[src/rtl/spi_fe_pkg.sv]
package spi_fe_pkg;
  timeunit 1ns;
  timeprecision 100ps;

  localparam int CHAN_N = 4;
  localparam int CHAN_W = 2;

  // register slots (word index)
  localparam int IDX_CTRL  = 0;
  localparam int IDX_STAT  = 1;
  localparam int IDX_MASK  = 2;
  localparam int IDX_TXD   = 3;
  localparam int IDX_RXD   = 4;
  localparam int IDX_CFG   = 5;
  localparam int IDX_DMA   = 6;
  localparam int IDX_PER   = 7;
  localparam int IDX_TEST  = 8;
  localparam int REG_COUNT = 10;  // slot 9 is the message slot

  // control fields
  localparam int C_EN      = 0;
  localparam int C_KICK    = 2;
  localparam int C_AUTO    = 3;
  localparam int C_MODE_LO = 4;
  localparam int C_SEL_LO  = 12;

  // status bits
  localparam int S_TE  = 0;
  localparam int S_TDR = 1;
  localparam int S_TF  = 2;
  localparam int S_RR  = 3;
  localparam int S_RDR = 4;
  localparam int S_RF  = 5;
  localparam int S_RO  = 6;
  localparam int S_TC  = 7;

  localparam logic [31:0] EMPTY_READ = 32'hDEAD_BEEF;

  function automatic logic [CHAN_W-1:0] sel_of(logic [31:0] c);
    return c[C_SEL_LO +: CHAN_W];
  endfunction

  function automatic logic is_master(logic [31:0] c);
    logic [CHAN_N-1:0] mode;
    mode = c[C_MODE_LO +: CHAN_N];
    return mode[sel_of(c)];
  endfunction

  function automatic logic [CHAN_N-1:0] cs_pattern(logic [31:0] c);
    logic [CHAN_N-1:0] p;
    p = '1;
    p[sel_of(c)] = 1'b0;
    return p;
  endfunction

  function automatic logic [7:0] pack_status(logic te, logic tf, logic rr,
                                             logic rf, logic ro, logic tc);
    logic [7:0] s;
    s        = 8'h00;
    s[S_TE]  = te;
    s[S_TDR] = 1'b1;
    s[S_TF]  = tf;
    s[S_RR]  = rr;
    s[S_RDR] = 1'b0;
    s[S_RF]  = rf;
    s[S_RO]  = ro;
    s[S_TC]  = tc;
    return s;
  endfunction
endpackage

[src/rtl/spi_word_fifo.sv]
module spi_word_fifo #(
  parameter int DEPTH = 64,  // power of two
  parameter int WIDTH = 32
) (
  input  logic             clk,
  input  logic             rst_n,
  input  logic             flush_i,
  input  logic             push_i,
  input  logic [WIDTH-1:0] data_i,
  input  logic             pop_i,
  output logic [WIDTH-1:0] head_o,
  output logic             empty_o,
  output logic             full_o
);
  timeunit 1ns;
  timeprecision 100ps;

  localparam int PTR_W = $clog2(DEPTH);
  localparam int LVL_W = PTR_W + 1;

  logic [WIDTH-1:0] mem [DEPTH];
  logic [PTR_W-1:0] wr_ptr, rd_ptr;
  logic [LVL_W-1:0] level;
  logic             do_push, do_pop;

  assign empty_o = (level == '0);
  assign full_o  = (level == LVL_W'(DEPTH));
  assign do_push = push_i & ~full_o;
  assign do_pop  = pop_i & ~empty_o;
  assign head_o  = mem[rd_ptr];

  always_ff @(posedge clk) begin
    if (do_push && !flush_i) mem[wr_ptr] <= data_i;
  end

  always_ff @(posedge clk or negedge rst_n) begin
    if (!rst_n) begin
      wr_ptr <= '0;
      rd_ptr <= '0;
      level  <= '0;
    end else if (flush_i) begin
      wr_ptr <= '0;
      rd_ptr <= '0;
      level  <= '0;
    end else begin
      if (do_push) wr_ptr <= wr_ptr + 1'b1;
      if (do_pop)  rd_ptr <= rd_ptr + 1'b1;
      level <= level + LVL_W'(do_push) - LVL_W'(do_pop);
    end
  end

  assert_level_bound_R4: assert property (@(posedge clk) disable iff (!rst_n)
    level <= LVL_W'(DEPTH));

  assert_push_full_R4: assert property (@(posedge clk) disable iff (!rst_n)
    (push_i && full_o && !pop_i && !flush_i) |=> full_o);
endmodule

[src/rtl/spi_start_ctl.sv]
module spi_start_ctl
  import spi_fe_pkg::*;
(
  input  logic        clk,
  input  logic        rst_n,
  input  logic        clear_i,
  input  logic        tx_push_ok_i,
  input  logic        ctrl_wr_i,
  input  logic [31:0] ctrl_old_i,
  input  logic [31:0] ctrl_new_i,
  input  logic        tx_nonempty_i,
  input  logic        busy_i,
  output logic        start_o
);
  timeunit 1ns;
  timeprecision 100ps;

  logic rise_kick, rise_auto;
  logic trig_push, trig_auto, trig_kick, trig_any;
  logic pend_q;

  assign rise_kick = ctrl_new_i[C_KICK] & ~ctrl_old_i[C_KICK];
  assign rise_auto = ctrl_new_i[C_AUTO] & ~ctrl_old_i[C_AUTO];

  assign trig_push = tx_push_ok_i & ctrl_old_i[C_AUTO] & is_master(ctrl_old_i);
  assign trig_auto = ctrl_wr_i & is_master(ctrl_new_i) & rise_auto & tx_nonempty_i;
  assign trig_kick = ctrl_wr_i & is_master(ctrl_new_i) & rise_kick & ~ctrl_new_i[C_AUTO];
  assign trig_any  = trig_push | trig_auto | trig_kick;

  assign start_o = pend_q & ~busy_i;

  always_ff @(posedge clk or negedge rst_n) begin
    if (!rst_n)       pend_q <= 1'b0;
    else if (clear_i) pend_q <= 1'b0;
    else              pend_q <= (pend_q & ~start_o) | trig_any;
  end

  assert_hold_pend_R10: assert property (@(posedge clk) disable iff (!rst_n)
    (pend_q && busy_i && !clear_i) |=> pend_q);

  assert_kick_start_R9: assert property (@(posedge clk) disable iff (!rst_n)
    (trig_kick && !clear_i) |=> pend_q);
endmodule

[src/rtl/spi_reg_frontend.sv]
module spi_reg_frontend
  import spi_fe_pkg::*;
#(
  parameter int ADDR_W     = 12,
  parameter int FIFO_DEPTH = 64
) (
  input  logic              clk,
  input  logic              rst_n,
  input  logic              bus_valid_i,
  input  logic              bus_write_i,
  input  logic [ADDR_W-1:0] bus_addr_i,
  input  logic [31:0]       bus_wdata_i,
  output logic              bus_ack_o,
  output logic [31:0]       bus_rdata_o,
  output logic              irq_o,
  output logic [3:0]        cs_n_o,
  output logic              start_o,
  input  logic              eng_busy_i,
  input  logic              eng_tx_pop_i,
  output logic [31:0]       eng_tx_word_o,
  output logic              eng_tx_avail_o,
  input  logic              eng_rx_valid_i,
  input  logic [31:0]       eng_rx_word_i,
  input  logic              eng_done_i
);
  timeunit 1ns;
  timeprecision 100ps;

  localparam int IDX_W = ADDR_W - 2;

  // decoded access events
  logic [IDX_W-1:0] idx;
  logic aligned, in_map, wr_ok, rd_ok;
  logic ctrl_wr_hit, soft_rst, ctrl_wr_live;
  logic tx_wr_hit, tx_push_ok, rx_rd_hit, rx_pop_ok;
  logic stat_wr, rx_push_ok, rx_ovf;

  // state
  logic [31:0] ctrl_q, cfg_q, mask_q, dma_q, per_q, test_q;
  logic        ro_q, tc_q, ack_q;
  logic [3:0]  cs_q;
  logic [31:0] rdata_q, rd_val, stat_word, rx_head;
  logic        tx_empty, tx_full, rx_empty, rx_full;

  assign idx     = bus_addr_i[ADDR_W-1:2];
  assign aligned = (bus_addr_i[1:0] == 2'b00);
  assign in_map  = aligned && (idx < IDX_W'(REG_COUNT));
  assign wr_ok   = bus_valid_i & bus_write_i & in_map;
  assign rd_ok   = bus_valid_i & ~bus_write_i & in_map;

  assign ctrl_wr_hit  = wr_ok & (idx == IDX_W'(IDX_CTRL));
  assign soft_rst     = ctrl_wr_hit & ~bus_wdata_i[C_EN];
  assign ctrl_wr_live = ctrl_wr_hit & bus_wdata_i[C_EN];
  assign tx_wr_hit    = wr_ok & (idx == IDX_W'(IDX_TXD));
  assign tx_push_ok   = tx_wr_hit & ctrl_q[C_EN] & ~tx_full;
  assign rx_rd_hit    = rd_ok & (idx == IDX_W'(IDX_RXD));
  assign rx_pop_ok    = rx_rd_hit & ctrl_q[C_EN] & ~rx_empty;
  assign stat_wr      = wr_ok & (idx == IDX_W'(IDX_STAT));
  assign rx_push_ok   = eng_rx_valid_i & ~rx_full;
  assign rx_ovf       = eng_rx_valid_i & rx_full;

  spi_word_fifo #(.DEPTH(FIFO_DEPTH), .WIDTH(32)) u_tx_fifo (
    .clk(clk), .rst_n(rst_n), .flush_i(soft_rst),
    .push_i(tx_push_ok), .data_i(bus_wdata_i),
    .pop_i(eng_tx_pop_i), .head_o(eng_tx_word_o),
    .empty_o(tx_empty), .full_o(tx_full)
  );

  spi_word_fifo #(.DEPTH(FIFO_DEPTH), .WIDTH(32)) u_rx_fifo (
    .clk(clk), .rst_n(rst_n), .flush_i(soft_rst),
    .push_i(rx_push_ok), .data_i(eng_rx_word_i),
    .pop_i(rx_pop_ok), .head_o(rx_head),
    .empty_o(rx_empty), .full_o(rx_full)
  );

  spi_start_ctl u_start (
    .clk(clk), .rst_n(rst_n), .clear_i(soft_rst),
    .tx_push_ok_i(tx_push_ok), .ctrl_wr_i(ctrl_wr_live),
    .ctrl_old_i(ctrl_q), .ctrl_new_i(bus_wdata_i),
    .tx_nonempty_i(~tx_empty), .busy_i(eng_busy_i),
    .start_o(start_o)
  );

  assign stat_word      = {24'h0, pack_status(tx_empty, tx_full, ~rx_empty,
                                              rx_full, ro_q, tc_q)};
  assign irq_o          = |(stat_word & mask_q);
  assign cs_n_o         = cs_q;
  assign eng_tx_avail_o = ~tx_empty;
  assign bus_ack_o      = ack_q;
  assign bus_rdata_o    = rdata_q;

  always_comb begin
    rd_val = '0;
    if (in_map) begin
      case (idx)
        IDX_W'(IDX_CTRL): rd_val = ctrl_q;
        IDX_W'(IDX_STAT): rd_val = stat_word;
        IDX_W'(IDX_MASK): rd_val = mask_q;
        IDX_W'(IDX_RXD):  rd_val = !ctrl_q[C_EN] ? 32'h0 :
                                   (rx_empty ? EMPTY_READ : rx_head);
        IDX_W'(IDX_CFG):  rd_val = cfg_q;
        IDX_W'(IDX_DMA):  rd_val = dma_q;
        IDX_W'(IDX_PER):  rd_val = per_q;
        IDX_W'(IDX_TEST): rd_val = test_q;
        default:          rd_val = '0;
      endcase
    end
  end

  always_ff @(posedge clk or negedge rst_n) begin
    if (!rst_n) begin
      ack_q <= 1'b0; rdata_q <= '0;
      ctrl_q <= '0; cfg_q <= '0; mask_q <= '0; dma_q <= '0; per_q <= '0; test_q <= '0;
      ro_q <= 1'b0; tc_q <= 1'b0; cs_q <= '1;
    end else begin
      ack_q   <= bus_valid_i;
      rdata_q <= (bus_valid_i && !bus_write_i) ? rd_val : '0;
      if (soft_rst) begin
        ctrl_q <= '0; cfg_q <= '0; mask_q <= '0; dma_q <= '0; per_q <= '0; test_q <= '0;
        ro_q <= 1'b0; tc_q <= 1'b0; cs_q <= '1;
      end else begin
        if (ctrl_wr_live) begin
          ctrl_q <= bus_wdata_i;
          if (is_master(bus_wdata_i)) cs_q <= cs_pattern(bus_wdata_i);
        end
        if (wr_ok && idx == IDX_W'(IDX_MASK)) mask_q <= bus_wdata_i;
        if (wr_ok && idx == IDX_W'(IDX_CFG))  cfg_q  <= bus_wdata_i;
        if (wr_ok && idx == IDX_W'(IDX_DMA))  dma_q  <= bus_wdata_i;
        if (wr_ok && idx == IDX_W'(IDX_PER))  per_q  <= bus_wdata_i;
        if (wr_ok && idx == IDX_W'(IDX_TEST)) test_q <= bus_wdata_i;
        ro_q <= (ro_q & ~(stat_wr & bus_wdata_i[S_RO])) | rx_ovf;
        tc_q <= (tc_q & ~(stat_wr & bus_wdata_i[S_TC])) | eng_done_i;
      end
    end
  end

  assert_out_of_map_R1: assert property (@(posedge clk) disable iff (!rst_n)
    (bus_valid_i && !bus_write_i && !in_map) |=> (bus_ack_o && bus_rdata_o == 32'h0));

  assert_empty_read_R2: assert property (@(posedge clk) disable iff (!rst_n)
    (rx_rd_hit && ctrl_q[C_EN] && rx_empty) |=> (bus_ack_o && bus_rdata_o == EMPTY_READ));

  assert_disabled_read_R2: assert property (@(posedge clk) disable iff (!rst_n)
    (rx_rd_hit && !ctrl_q[C_EN]) |=> (bus_rdata_o == 32'h0));

  assert_tx_full_drop_R4: assert property (@(posedge clk) disable iff (!rst_n)
    (tx_wr_hit && tx_full && !eng_tx_pop_i) |=> tx_full);

  assert_w1c_tc_R5: assert property (@(posedge clk) disable iff (!rst_n)
    (stat_wr && bus_wdata_i[S_TC] && !eng_done_i) |=> !stat_word[S_TC]);

  assert_soft_reset_R6: assert property (@(posedge clk) disable iff (!rst_n)
    soft_rst |=> (stat_word == 32'h3 && cs_n_o == 4'hF && !start_o));

  assert_cs_single_R8: assert property (@(posedge clk) disable iff (!rst_n)
    $onehot0(~cs_n_o));
endmodule

[config.mk]
export PLATFORM = sky130hd
export DESIGN_NAME = spi_reg_frontend
export DESIGN_NICKNAME = d
export VERILOG_FILES = /design/src/rtl/spi_fe_pkg.sv /design/src/rtl/spi_word_fifo.sv /design/src/rtl/spi_start_ctl.sv /design/src/rtl/spi_reg_frontend.sv
export SDC_FILE = /design/constraint.sdc
export NUM_CORES = 2
export LEC_CHECK = 0
export BUFFER_PORTS_ARGS = -buffer_cell sky130_fd_sc_hd__buf_4
export CORE_MARGIN = 8
export CORE_UTILIZATION = 60
export DETAILED_ROUTE_END_ITERATION = 12
export GPL_TIMING_DRIVEN = 1
export PLACE_DENSITY = 0.74
export RECOVER_POWER = 50
export SYNTH_ARGS = -nofsm -noshare
export SYNTH_HDL_FRONTEND = slang
export SYNTH_SLANG_ARGS = --single-unit
[constraint.sdc]
create_clock -name clk -period 4.1 [get_ports clk]
set_input_delay 0 -clock clk [delete_from_list [all_inputs] [get_ports clk]]
set_output_delay 0 -clock clk [all_outputs]
set_load 0.02 [all_outputs]
==> flow_metrics.py <==
metrics = {
    "synthesis": {
        "yosysMostFrequentCell": "edfxtp_1",
        "synth.mux.area_fraction_pct": 16.8,
        "synth_edf_count": 4096,
        "synth-simple-area-share_pct": 2.30,
        "synth.largest_area_cell": "edfxtp_1",
        "synth_top_family_by_area": "multiplexers",
        "ys_warn_count": 0,
        "synth.area.top_cells": "edfxtp_1 (73%), mux4_2 (14%), dfrtp_1 (3.9%)",
        "syn_inst": 7884,
        "synth_area_per_cell_um2": 21.5,
        "synthXorXnorAreaFrac_pct": 0.129,
        "syn-num-nets": 7992,
        "ys_ff_latch": 4366,
        "synthTopCellsByCount": "edfxtp_1 (4096), mux4_2 (1049), mux2i_1 (451)",
        "synthArstFlopShare_pct": 6.18,
        "synth.cell_area_mm2": 0.169,
        "synth-compound-area-share_pct": 2.63,
        "yosysTopAreaCellShare_pct": 72.6,
        "synthDistinctLibCells": 80,
        "synth_fa_ha_area_share_pct": 0.186,
        "yosysSeqAreaShare_pct": 76.6,
        "synthFlopType": "edfxtp_1",
    },
    "worst_setup_path": {
        "cp.required_ns": 4.10,
        "crit_arrival_ns": 4.10,
        "crit_fanout": 24,
        "crit_path_cell_trace": "buf_12, buf_16, buf_4, mux4_2, mux4_2, mux2i_1, a21oi_1, buf_4",
        "crit_path_end_kind": "output pin",
        "start_kind": "flop",
        "cpPeakStageDelay_ns": 0.55,
        "cp_slowest_cell": "mux4_2",
        "worstSetupPathType": "flop to output pin",
    },
    "placement": {
        "place_ws_ns": 0.295,
        "globalplace.congestion": 0.894,
        "numPortBuffers": 155,
        "hpwlAfterDp_mm": 259,
    },
    "timing": {
        "drv_slew": 4287,
        "hold_viol_final": 0,
        "rsz0062_at_grt": "no",
        "fmaxAchievable_mhz": 244,
        "worst_slew_pin_slew_ns": 4.07,
        "whs_ns": 0.158,
        "min_period_ns": 4.10,
        "skew_ns": 0.106,
        "max_slew_margin_pct": -172,
        "setup_viol": 1,
        "worst_slack_ns": -0.00326,
        "period_share_pct": 100,
    },
    "routing": {
        "drt_first_pass_iters": 7,
        "first_iter_violations": 12710,
        "drc_errors": 0,
        "route.detailed.wl_per_inst_um": 36.8,
        "drt_wl_total_mm": 465,
        "ant_nets": 0,
        "vias_per_cell": 6.99,
        "via_count": 88240,
    },
    "cts": {
        "cts.sinks": 4366,
        "clock_path_buffers": 4,
        "insertion_delay_ns": 0.99,
        "numCtsBuffers": 419,
        "clock-root-buffer": "clkbuf_16",
        "cts_tree": "yes",
        "clk_pin_slew_worst_paths_ns": 0.06,
        "htree_levels": 5,
    },
    "floorplanning": {
        "core_area_mm2": 0.282,
        "die_area_mm2": 0.299,
        "rows": 195,
        "dieHeight_um": 547,
        "start_util_pct": 60.1,
        "io_pins": 156,
        "dieWidth_um": 547,
    },
    "status": {
        "status": "finished, violations left",
        "violations": "capacitance limit, slew limit, setup timing",
    },
    "power_and_ir_drop": {
        "p_per_area_mw_per_mm2": 569,
        "clkPwrFrac_pct": 36.2,
        "internal_power_mw": 81.4,
        "seq_power_share_pct": 45.8,
        "p_leak_nw": 60.9,
        "swShare_pct": 26.0,
        "switchingPower_mw": 28.6,
        "irDropWorstVdd_mv": 0.606,
        "p_comb_share_pct": 18.0,
        "power.total_mw": 110,
    },
    "cells_and_area": {
        "nets": 8607,
        "fin_util_pct": 68.7,
        "layout-drive-gt1-share_pct": 26.4,
        "fillers": 16663,
        "area_delta_synth_final_pct": 14.2,
    },
    "grt": {
        "grt_overflow_total": 0,
        "grt_max_degree": 158,
        "grt_pass1_vias": 88755,
        "track_usage_pct": 30.4,
        "grt_pass1_wl_mm": 653,
        "antenna_found_initial": 16,
    },
    "flow_run": {
        "drv_cap": 65,
    },
    "worst_hold_path": {
        "hold_class": "primary input to flop",
    },
}
==> power groups by stage <==
| stage | clock, mW | combinational (mW) | sequential [mW] |
|---|---|---|---|
| global route | 41.6 | 20.7 | 50.4 |
| CTS | 39.9 | 19.7 | 50.2 |
| finish | 39.7 | 19.8 | 50.4 |
| detailed placement | 0 | 18.9 | 51.3 |
| global placement | 0 | 18.6 | 51.2 |
| floorplan | 0 | 12.2 | 50.7 |
==> state kept, by name (all words and copies together) (netlist names) <==
name,count
u_rx_fifo.mem,2048
u_tx_fifo.mem,2048
bus_rdata_o,32
cfg_q,32
ctrl_q,32
dma_q,32
mask_q,32
per_q,32
test_q,32
u_rx_fifo.level,7
u_tx_fifo.level,7
u_rx_fifo.rd_ptr,6
u_rx_fifo.wr_ptr,6
u_tx_fifo.rd_ptr,6
u_tx_fifo.wr_ptr,6
cs_n_o,4
bus_ack_o,1
ro_q,1
tc_q,1
u_start.pend_q,1
==> kinds of logic (layout without fill, tap and decap cells) <==
logic type | Yosys count | in the layout
multiplexers | 1526 | 1526
XOR/XNOR | 25 | 25
adder cells (fa/ha/maj) | 24 | 24
AO/OA/AOI/OAI | 629 | 629
buffers and inverters | 490 | 1472
flip-flops | 4366 | 4366
AND/OR/NAND/NOR | 824 | 824
other | 0 | 11
==> layer usage <==
metal / wire [um] / global-route usage, % / vias to the layer above
met2: 227000 / 49.5 / 6324
li1: - / - / 34240
met1: 160000 / 39.8 / 46438
met3: 51100 / 6.75 / 1222
met4: 26200 / 14.2 / 16
met5: 103 / 0 / -
==> layout by cell type (no fill, tap or decap), types with 99 or more instances in the layout <==
master / n
edfxtp_1: 4096
mux4_2: 1049
mux2i_1: 448
clkbuf_16: 426
buf_4: 351
nor2_1: 277
dfrtp_1: 256
clkbuf_1: 180
nand2_1: 155
nor2_4: 129
a21oi_1: 109
dlygate4sd3_1: 99
==> final timing paths <==
| check | startpoint | endpoint | slack, ns | depth (start not counted) |
|---|---|---|---|---|
| hold / removal | bus_wdata_i[0] | u_tx_fifo.mem[52][0] | 0.16 | 2 |
| setup / recovery | u_tx_fifo.rd_ptr[0] | eng_tx_word_o[5] | -0.003 | 8 |
| hold reg to reg | ctrl_q[27] | ctrl_q[27] | 0.47 | 2 |
| max in group asynchronous | rst_n | per_q[6] | 1.02 | 4 |
| min in group asynchronous | rst_n | bus_rdata_o[23] | 0.95 | 4 |
| setup reg to reg | u_rx_fifo.level[3] | u_rx_fifo.mem[16][7] | 0.19 | 10 |
==> area by class of cell <==
type	count	area (um2)	share of cell area [%]
clock buffers	513	11000	5.70
inverters	33	124	0.0641
clock inverters	275	3120	1.62
well taps	3743	4680	2.42
multi-input cells	3028	38500	19.9
flip-flops and latches	4366	130000	67.1
repair buffers	651	6060	3.14
diodes	11	27.5	0.0142
==> critical path, delay by kind of cell (launching register included) <==
| family | cells | cell delay, ns |
|---|---|---|
| mux | 3 | 1.49 |
| buf+inv | 4 | 0.94 |
| flops | 1 | 0.42 |
| compound gates | 1 | 0.26 |
==> what timing repair did <==
| item | in CTS | in global routing |
|---|---|---|
| gates resized for setup | 5 | 24 |
| pin swaps | 0 | 0 |
| buffers inserted | 5 | 3 |
| hold endpoints to repair | 4578 | 0 |
| endpoints found under the setup margin | 31 | 19 |
| hold buffers | 101 | 0 |
| cloned | 1 | 2 |
==> through the flow <==
stage	TNS [ns]	cell area, um2	std cells
after floorplan	0	169000	7884
after global placement	0	178000	11708
after detailed placement	0	178000	11710
after CTS	0	193000	12605
after global routing	0	193000	12611
final	-0.00326	193000	12620
No activity file was read; power rests on OpenSTA's default activity.
